--- config.mk ---
export PLATFORM = sky130hd
export DESIGN_NAME = twin_delay_logic
export DESIGN_NICKNAME = d
export VERILOG_FILES = /design/src/rtl/tdl_pkg.sv /design/src/rtl/tdl_shift_line.sv /design/src/rtl/tdl_mix_unit.sv /design/src/rtl/twin_delay_logic.sv
export SDC_FILE = /design/constraint.sdc
export NUM_CORES = 1
export LEC_CHECK = 0
export BUFFER_PORTS_ARGS = -buffer_cell sky130_fd_sc_hd__buf_4
export CAP_MARGIN = 5
export CORE_MARGIN = 2
export CORE_UTILIZATION = 58
export CTS_CLUSTER_SIZE = 25
export DETAILED_ROUTE_END_ITERATION = 7
export PLACE_DENSITY = 0.83
export SLEW_MARGIN = 20
export SYNTH_ARGS = -nofsm -noshare
export SYNTH_HDL_FRONTEND = slang
export SYNTH_HIERARCHICAL = 1
export SYNTH_SLANG_ARGS = --single-unit
--- constraint.sdc ---
create_clock -name clk -period 1.3 [get_ports clk]
set_input_delay 0.13 -clock clk [delete_from_list [all_inputs] [get_ports clk]]
set_output_delay 0.13 -clock clk [all_outputs]
set_load 0.01 [all_outputs]
--- src/rtl/tdl_pkg.sv ---
package tdl_pkg;

    // AND-family selector for the low logic output
    typedef enum logic [2:0] {
        LO_PASS  = 3'd0,
        LO_AND   = 3'd1,
        LO_NAND  = 3'd2,
        LO_HXOR  = 3'd3,
        LO_HXNOR = 3'd4
    } lo_fn_e;

    // OR-family selector for the high logic output
    typedef enum logic [2:0] {
        HI_PASS = 3'd0,
        HI_OR   = 3'd1,
        HI_NOR  = 3'd2,
        HI_XOR  = 3'd3,
        HI_XNOR = 3'd4
    } hi_fn_e;

    typedef struct packed {
        logic mix_hi;
        logic mix_lo;
        logic tap_b;
        logic tap_a;
    } out_s;

    function automatic logic lo_eval(input logic [2:0] sel, input logic a, input logic b);
        case (sel)
            LO_AND:   return a & b;
            LO_NAND:  return ~(a & b);
            LO_HXOR:  return a & ~b;
            LO_HXNOR: return ~a | b;
            default:  return a;
        endcase
    endfunction

    function automatic logic hi_eval(input logic [2:0] sel, input logic a, input logic b);
        case (sel)
            HI_OR:   return a | b;
            HI_NOR:  return ~(a | b);
            HI_XOR:  return a ^ b;
            HI_XNOR: return ~(a ^ b);
            default: return b;
        endcase
    endfunction

endpackage

--- src/rtl/tdl_shift_line.sv ---
// Shift register of STAGES cells; the output register of the top adds the last stage.
module tdl_shift_line #(
    parameter int STAGES = 1
) (
    input  logic clk,
    input  logic rst,
    input  logic din,
    output logic tap
);
    logic [STAGES-1:0] sr_d, sr_q;

    always_comb begin
        sr_d[0] = din;
        for (int i = 1; i < STAGES; i++) begin
            sr_d[i] = sr_q[i-1];
        end
    end

    always_ff @(posedge clk) begin
        if (rst) begin
            sr_q <= '0;
        end else begin
            sr_q <= sr_d;
        end
    end

    assign tap = sr_q[STAGES-1];
endmodule

--- src/rtl/tdl_mix_unit.sv ---
// Combinational function stage applied to the two long-path taps.
module tdl_mix_unit
    import tdl_pkg::*;
#(
    parameter logic [2:0] FN_LO = 3'd0,
    parameter logic [2:0] FN_HI = 3'd0
) (
    input  logic a,
    input  logic b,
    output logic lo,
    output logic hi
);
    always_comb begin
        lo = lo_eval(FN_LO, a, b);
        hi = hi_eval(FN_HI, a, b);
    end
endmodule

--- src/rtl/twin_delay_logic.sv ---
module twin_delay_logic
    import tdl_pkg::*;
#(
    parameter int         SHORT_MAX = 10,
    parameter int         D1        = 3,
    parameter int         D2        = 5,
    parameter int         D3        = 7,
    parameter int         D4        = 12,
    parameter logic [2:0] FN_LO     = 3'd3,
    parameter logic [2:0] FN_HI     = 3'd3,
    parameter logic [3:0] INV       = 4'b0000
) (
    input  logic clk,
    input  logic rst,
    input  logic in_a,
    input  logic in_b,
    output logic tap_a,
    output logic tap_b,
    output logic mix_lo,
    output logic mix_hi
);
    localparam bit SHARE_A = (D1 > SHORT_MAX);
    localparam bit SHARE_B = (D2 > SHORT_MAX);

    localparam out_s RST_V = '{
        mix_hi: hi_eval(FN_HI, 1'b0, 1'b0) ^ INV[3],
        mix_lo: lo_eval(FN_LO, 1'b0, 1'b0) ^ INV[2],
        tap_b:  INV[1],
        tap_a:  INV[0]
    };

    logic [1:0] src;
    logic [1:0] long_pre;
    logic [1:0] short_pre;
    logic       fn_lo, fn_hi;
    out_s       out_d, out_q;

    assign src = {in_b, in_a};

    // Long paths: the value that enters the output register after DEP-1 cells
    for (genvar p = 0; p < 2; p++) begin : g_long
        localparam int DEP = (p == 0) ? D3 : D4;
        if (DEP <= 1) begin : g_direct
            assign long_pre[p] = src[p];
        end else begin : g_line
            tdl_shift_line #(.STAGES(DEP - 1)) u_line (
                .clk (clk),
                .rst (rst),
                .din (src[p]),
                .tap (long_pre[p])
            );
        end
    end

    // Short paths: own line, or the long line of the same input when over the limit
    for (genvar p = 0; p < 2; p++) begin : g_short
        localparam int DEP = (p == 0) ? D1 : D2;
        localparam bit SHR = (p == 0) ? SHARE_A : SHARE_B;
        if (SHR) begin : g_shared
            assign short_pre[p] = long_pre[p];
        end else if (DEP <= 1) begin : g_direct
            assign short_pre[p] = src[p];
        end else begin : g_line
            tdl_shift_line #(.STAGES(DEP - 1)) u_line (
                .clk (clk),
                .rst (rst),
                .din (src[p]),
                .tap (short_pre[p])
            );
        end
    end

    tdl_mix_unit #(.FN_LO(FN_LO), .FN_HI(FN_HI)) u_mix (
        .a  (long_pre[0]),
        .b  (long_pre[1]),
        .lo (fn_lo),
        .hi (fn_hi)
    );

    always_comb begin
        out_d        = out_q;
        out_d.tap_a  = short_pre[0] ^ INV[0];
        out_d.tap_b  = short_pre[1] ^ INV[1];
        out_d.mix_lo = fn_lo ^ INV[2];
        out_d.mix_hi = fn_hi ^ INV[3];
    end

    always_ff @(posedge clk) begin
        if (rst) begin
            out_q <= RST_V;
        end else begin
            out_q <= out_d;
        end
    end

    assign tap_a  = out_q.tap_a;
    assign tap_b  = out_q.tap_b;
    assign mix_lo = out_q.mix_lo;
    assign mix_hi = out_q.mix_hi;
endmodule

-- After elaboration in Yosys (flattened, before gate mapping)
Cells that the tools add are included.
- input bits: 4
- bits in registers: 27
- output and inout port bits: 4
- bitwise gates (word level): 3
- operator list (kind ; number):
    AND 1 bit ; 1
    inverter 1 bit ; 1
    XOR 1 bit ; 1

-- Depth between registers and ports, before layout
Gate-level depths: netlist of the first run.
- word-level depth: 2
- gate-level depth with buffers: 4

-- By module
The synthesis of the first run kept the hierarchy.
- modules (own cells, without submodules) (module ; instances ; area an instance (µm²) ; sequential area each (µm²) ; cells an instance):
    tdl_shift_line (g_long[1].g_line.u_line) ; 1 ; 337.8 ; 220.2 ; 23
    tdl_shift_line (g_long[0].g_line.u_line) ; 1 ; 157.7 ; 120.1 ; 12
    tdl_shift_line (g_short[1].g_line.u_line) ; 1 ; 105.1 ; 80.1 ; 8
    twin_delay_logic ; 1 ; 105.1 ; 80.1 ; 8
    tdl_shift_line (g_short[0].g_line.u_line) ; 1 ; 52.6 ; 40.0 ; 4
    tdl_mix_unit ; 1 ; 20.0 ; 0.0 ; 3

-- Worst setup path before layout of the first run
Ideal clock, no wire load.
- path kind: register -> register
- from: register g_long[1].g_line.u_line.sr_q[10]
- to: register out_q, in the netlist mix_hi
- arrival: 699 ps
- path buffers: 0
- slack: 487 ps
- cell stages (with the launch flop): 5
- setup time: 114 ps
- cell sequence: dfxtp_1 -> inv_1 -> ha_1 -> inv_1 -> nor2b_1
- word-level cells in the longest chain between the ends: 1
- ends and longest elaborated chain (item ; line ; RTL):
    start, declared ; tdl_shift_line.sv:10 ; logic [STAGES-1:0] sr_d, sr_q;
    start signal, assigned ; tdl_shift_line.sv:23 ; sr_q <= sr_d;
    XOR 1 bit ; tdl_pkg.sv:42 ; HI_XOR: return a ^ b;
    net fn_hi ; twin_delay_logic.sv:35 ; logic fn_lo, fn_hi;
    end signal, assigned ; twin_delay_logic.sv:92 ; out_q <= out_d;
    end, declared ; twin_delay_logic.sv:36 ; out_s out_d, out_q;
The timed path passes the listed nets, and every way through them passes these cells.
A chain may end at the register's enable or synchronous reset.

-- Final worst setup path of the first run
- from: register out_q, in the netlist mix_lo
- to: output mix_lo
- RTL lines (item ; line ; RTL):
    end, declared ; twin_delay_logic.sv:19 ; output logic mix_lo,
No word-level cell between the ends.

==> results of run 1 <==
report_power, final:
group          total (mW)  internal, mW  switching [mW]
Sequential          0.849         0.845         0.00348
Combinational      0.0417        0.0210          0.0206
Clock               0.330         0.115           0.216
Total                1.22         0.981           0.240
stage by stage:
stage                     hold slack, ps  std cells  area (µm²)  util [%]  power, mW
after global placement               351         80         846      66.7      0.908
after CTS                           15.3         84         873      68.8       1.24
after floorplan                      202         58         778         -      0.891
after detailed placement             353         80         846      66.7      0.909
final                               26.8         84         873      68.8       1.22
after global routing                15.2         84         873      68.8       1.28
flip-flops by register name, indices dropped and copies added (netlist names):
signal	flops
mix_lo	1
g_short.g_line.u_line/sr_q	6
tap_a	1
mix_hi	1
tap_b	1
g_long.g_line.u_line/sr_q	17
synth_stat cells:
library cell / instances / area share (%)
and2b_2: 1 / 1.1
inv_1: 2 / 0.96
nor2b_2: 8 / 9.0
nor2b_4: 2 / 3.5
dfxtp_1: 27 / 69
nor2b_1: 16 / 13
ha_1: 1 / 1.6
buf_6: 1 / 1.4
per-layer routing:
metal / part of all wire (%) / up-vias
met4: 1.6 / 0
met2: 46 / 5
met1: 48 / 169
li1: - / 195
met3: 4.0 / 2
met5: 0 / -
how the worst min path moves through the flow:
| stage | end | slack, ps |
|---|---|---|
| 6_report | g_short[1].g_line.u_line/sr_q[0] | 30 |
| 2_1_floorplan | g_long[0].g_line.u_line/sr_q[0] | 200 |
| 3_5_place_dp | g_short[1].g_line.u_line/sr_q[0] | 350 |
| 4_1_cts | g_short[1].g_line.u_line/sr_q[0] | 20 |
| 5_1_grt | g_short[0].g_line.u_line/sr_q[0] | 20 |
| 3_3_place_gp | g_short[0].g_line.u_line/sr_q[0] | 350 |
cell type report:
type / count / area (µm²)
Sequential cell: 27 / 541
Fill cell: 90 / 395
Multi-Input combinational cell: 28 / 219
Timing Repair Buffer: 8 / 60.1
Clock buffer: 3 / 22.5
Tap cell: 15 / 18.8
Inverter: 2 / 7.51
Clock inverter: 1 / 5.00
kinds of logic (layout without fill, tap and decap cells):
family	count (synthesis)	after routing	synth area share (%)
adders and majority gates	1	1	1.61
buffers and inverters	3	14	2.41
DFF	27	27	69.5
and+or+nand+nor	27	27	26.5
==> impl_metrics.csv, run 1 <==
group,metric,value,unit
worst_setup_path,endpoint_kind,"output port",
min_path,hp-start,"in_b",
worst_setup_path,path_depth,1,
floorplan,pin_count,8,
synthesis,synthDistinctLibCells,8,
power,vdd_drop_max,0.791,mV
sta,drv_slew,0,
sta,skew,7.29,ps
worst_setup_path,reg2regPathDepth,4,
detailed_routing,drt_iter0_markers,3,
worst_setup_path,rrSetupSlack,430,ps
sta,finalCritPeriodShare,68.7,%
finish,most-common-layout-cells,"27 x dfxtp_1, 16 x nor2b_1, 8 x nor2b_2, 8 x buf_4, 3 x clkbuf_4",
global_routing,grt_util_met2,19.8,%
place,gp_congestion,0.523,
synthesis,ys_seq_area_share,69.5,%
global_routing,antenna_found_initial,0,
clock_tree,post-cts-setup-buffers,0,
floorplan,rows,13,
detailed_routing,via_per_inst,4.42,
sta,rsz0062_at_grt,"no",
worst_setup_path,worstPathArrival,760,ps
sta,hold_violations,0,
worst_setup_path,cp_cell_sequence,"buf_4",
worst_setup_path,crit_slowest_cell,"dfxtp_1",
clock_tree,hold_buffers,0,
sta,finalCriticalPeriod,893,ps
sta,setup_viol,0,
job,cap_violations,0,
synthesis,yosysWarnings,6,
worst_setup_path,cp.required,1170,ps
sta,slew_headroom,84.3,%
clock_tree,clk_path_buf_depth,2,
synthesis,synthCells,58,
synthesis,yosys_register_bits,27,
floorplan,core_region_area,0.00127,mm²
detailed_routing,route.detailed.drc,0,
clock_tree,cts-htree-levels,1,
worst_setup_path,critPathBufInv,1,
min_path,hold_path.class,"in -> reg",
finish,nets,75,
sta,maxClockFrequency,1120,MHz
worst_setup_path,crit_fanout,1,
finish,area_growth_syn_to_layout,12.2,%
global_routing,track_usage,12.4,%
synthesis,synth_area,778,µm²
global_routing,grt_pass1_wl,1.28,mm
finish,layout_commonest_cell,"dfxtp_1",
worst_setup_path,setup.worst_path.end,"mix_lo",
floorplan,start_util,61.3,%
outcome,status,"complete, no violations",
detailed_routing,wl,771,µm
worst_setup_path,start_kind,"flip-flop",
detailed_routing,drtAntennaViolNets,0,
sta,setup_tns,0,ps
floorplan,die_x,40.6,µm
detailed_routing,wl_per_cell,9.18,µm
clock_tree,clk_pin_slew,130,ps
clock_tree,insertion_delay,310,ps
place,numPortBuffers,7,
finish,drive_gt1_share,33.3,%
synthesis,syn_area_per_cell,13.4,µm²
clock_tree,clock-sinks,27,
global_routing,overflow,0,
min_path,worstHoldPathCells,2,
clock_tree,root_buffer,"clkbuf_4",
worst_setup_path,r2r-end,"mix_hi",
global_routing,met1_usage,13.8,%
clock_tree,cts_tree,"built",
global_routing,grt_pass1_vias,338,
sta,setup_slack,407,ps
worst_setup_path,r2r_start,"g_long[1].g_line.u_line/sr_q[10]",
detailed_routing,drtPass1Iterations,4,
worst_setup_path,critPathKind,"reg -> out",
global_routing,use_met3,3.26,%
floorplan,die_h,40.6,µm
synthesis,syn_nets,63,
power,pwr_density_cell,1400,mW/mm²
global_routing,grt_max_degree,23,
clock_tree,numCtsBuffers,3,
worst_setup_path,startpoint,"mix_lo",
global_routing,busiest_layer,"met2",
worst_setup_path,crit_path_max_incr_delay,320,ps
sta,worst_pin_slew,236,ps
power,power_leakage,0.362,nW
worst_setup_path,cp_top_family,"flip-flops",
detailed_routing,route.vias.total,371,
clock_tree,cts_resized,0,
floorplan,die_area,0.00165,mm²
finish,antenna_cells,0,
place,dpl_worst_slack,444,ps
Power figures use the tool's default switching activity.
==> run 2: changes to the inputs <==
- CORE_UTILIZATION: 58 -> 54
- PLACE_DENSITY: 0.83 -> 0.78
- clock period: 1.3 -> 0.92 ns (I/O delays scaled with it)
==> run 2 against run 1 <==
Compared with the run above:
- clock-buffer cell count rose by 1
- global-route usage fell by 1.3 points
- sequential share of layout area fell by 2.8 points
- utilization rose by 0.58 points
- non-clock buffer count rose by 3
- clock power rose by 46%
- final area rose by 4.7%
- via count rose by 1.1%
- largest power group unchanged
- largest cell class unchanged
- final cell count rose by 3.6%
==> impl_metrics.csv, run 2 (synthesized netlist as in run 1, its figures left out) <==
group,metric,value,unit
outcome,status,"complete, no violations",
clock_tree,cts-htree-levels,1,
finish,layout_commonest_cell,"dfxtp_1",
floorplan,core_region_area,0.00132,mm²
clock_tree,clock-sinks,27,
finish,largest_registers,"g_long.g_line.u_line/sr_q: 17 flops, g_short.g_line.u_line/sr_q: 6 flops",
global_routing,track_usage,11.1,%
sta,worst_pin_slew,133,ps
job,cap_violations,0,
detailed_routing,wl,782,µm
worst_setup_path,cp_top_family,"flip-flops",
sta,drv_slew,0,
sta,finalCritPeriodShare,93.4,%
floorplan,start_util,59.1,%
worst_setup_path,rrSetupSlack,70,ps
global_routing,antenna_found_initial,0,
detailed_routing,drtAntennaViolNets,0,
finish,largest_reg_flops,17,
min_path,hold_path.class,"reg -> reg",
worst_setup_path,worstPathArrival,770,ps
sta,rsz0062_at_grt,"no",
clock_tree,post-cts-setup-buffers,0,
global_routing,grt_pass1_vias,356,
power,p_switching,349,µW
floorplan,die_h,42.0,µm
power,pwr-share-clk,27.4,%
floorplan,rows,13,
detailed_routing,route.vias.total,375,
finish,antenna_cells,0,
detailed_routing,route.detailed.drc,0,
power,power.internal,1.41,mW
sta,setup_tns,0,ps
detailed_routing,drtPass1Iterations,1,
finish,instances_no_fill,87,
worst_setup_path,critPathKind,"reg -> out",
floorplan,pin_count,8,
global_routing,grt_pass1_wl,1.39,mm
power,combPwrFrac,4.3,%
clock_tree,numCtsBuffers,3,
place,numPortBuffers,7,
worst_setup_path,endpoint_kind,"output port",
clock_tree,root_buffer,"clkbuf_4",
sta,timing.hold.ws,449,ps
power,power,1.76,mW
worst_setup_path,crit_path_max_incr_delay,320,ps
power,pwr_density_cell,1920,mW/mm²
finish,drive_gt1_share,30.6,%
floorplan,die_x,42.0,µm
power,swShare,19.9,%
clock_tree,insertion_delay,310,ps
sta,maxClockFrequency,1160,MHz
finish,regMostFlops,"g_long.g_line.u_line/sr_q",
global_routing,grt_max_degree,21,
power,vdd_drop_max,1.17,mV
sta,setup_viol,0,
worst_setup_path,cp.required,830,ps
clock_tree,clk_path_buf_depth,2,
worst_setup_path,critPathBufInv,1,
sta,setup_slack,60.7,ps
finish,area_growth_syn_to_layout,17.5,%
finish,nets,78,
clock_tree,cts_resized,0,
worst_setup_path,start_kind,"flip-flop",
detailed_routing,wl_per_cell,8.99,µm
worst_setup_path,crit_fanout,1,
detailed_routing,drt_iter0_markers,0,
clock_tree,clk_pin_slew,130,ps
power,power_leakage,0.376,nW
sta,hold_violations,0,
power,pwr-share-seq,68.2,%
worst_setup_path,cp_cell_sequence,"buf_4",
detailed_routing,via_per_inst,4.31,
sta,slew_headroom,91.2,%
place,place_inst,80,
place,dpl_worst_slack,80.2,ps
clock_tree,cts_tree,"built",
finish,most-common-layout-cells,"27 x dfxtp_1, 16 x nor2b_1, 8 x nor2b_2, 7 x buf_4",
global_routing,overflow,0,
sta,skew,6.10,ps
place,place_hpwl,489,µm
place,gp_congestion,0.599,
sta,finalCriticalPeriod,859,ps
floorplan,die_area,0.00176,mm²
worst_setup_path,crit_slowest_cell,"dfxtp_1",
[run 2: metal layers]
metal	part of all wire, %	GRT usage [%]	up-vias
met1	48	11.6	166
li1	-	-	200
met3	4.0	2.61	2
met5	0	0	-
met2	46	17.5	7
met4	1.5	11.6	0
[run 2: worst paths after layout]
| kind | depth (start not counted) | from | endpoint |
|---|---|---|---|
| worst min-delay path | 1 | g_long[0].g_line.u_line/sr_q[1] | g_long[0].g_line.u_line/sr_q[2] |
| worst max-delay path | 1 | mix_lo | mix_lo |
| worst min register to register | 1 | g_long[0].g_line.u_line/sr_q[1] | g_long[0].g_line.u_line/sr_q[2] |
| worst max register to register | 4 | g_long[1].g_line.u_line/sr_q[10] | mix_hi |
[run 2: stage by stage]
step | utilization [%] | instance area [µm²]
final | 69.4 | 915
after global routing | 69.4 | 915
after floorplan | - | 778
after global placement | 65.1 | 858
after CTS | 68.7 | 905
after detailed placement | 65.1 | 858
[run 2: final cells by class]
cell class | instances | area [µm²]
Clock buffer | 4 | 26.3
Fill cell | 97 | 403
Inverter | 2 | 7.51
Multi-Input combinational cell | 28 | 219
Sequential cell | 27 | 541
Tap cell | 15 | 18.8
Timing Repair Buffer | 11 | 103
[run 2: power groups by stage]
stage | clock, mW | combinational, mW | sequential, mW
final | 0.482 | 0.0759 | 1.20
after global routing | 0.542 | 0.0834 | 1.20
after CTS | 0.503 | 0.0744 | 1.20
after detailed placement | 0 | 0.0677 | 1.22
after global placement | 0 | 0.0660 | 1.22
after floorplan | 0 | 0.0343 | 1.22
[run 2: timing repair]
item	CTS	global route
hold buffers	2	1
setup endpoints to repair	0	0
hold endpoints to repair	3	1
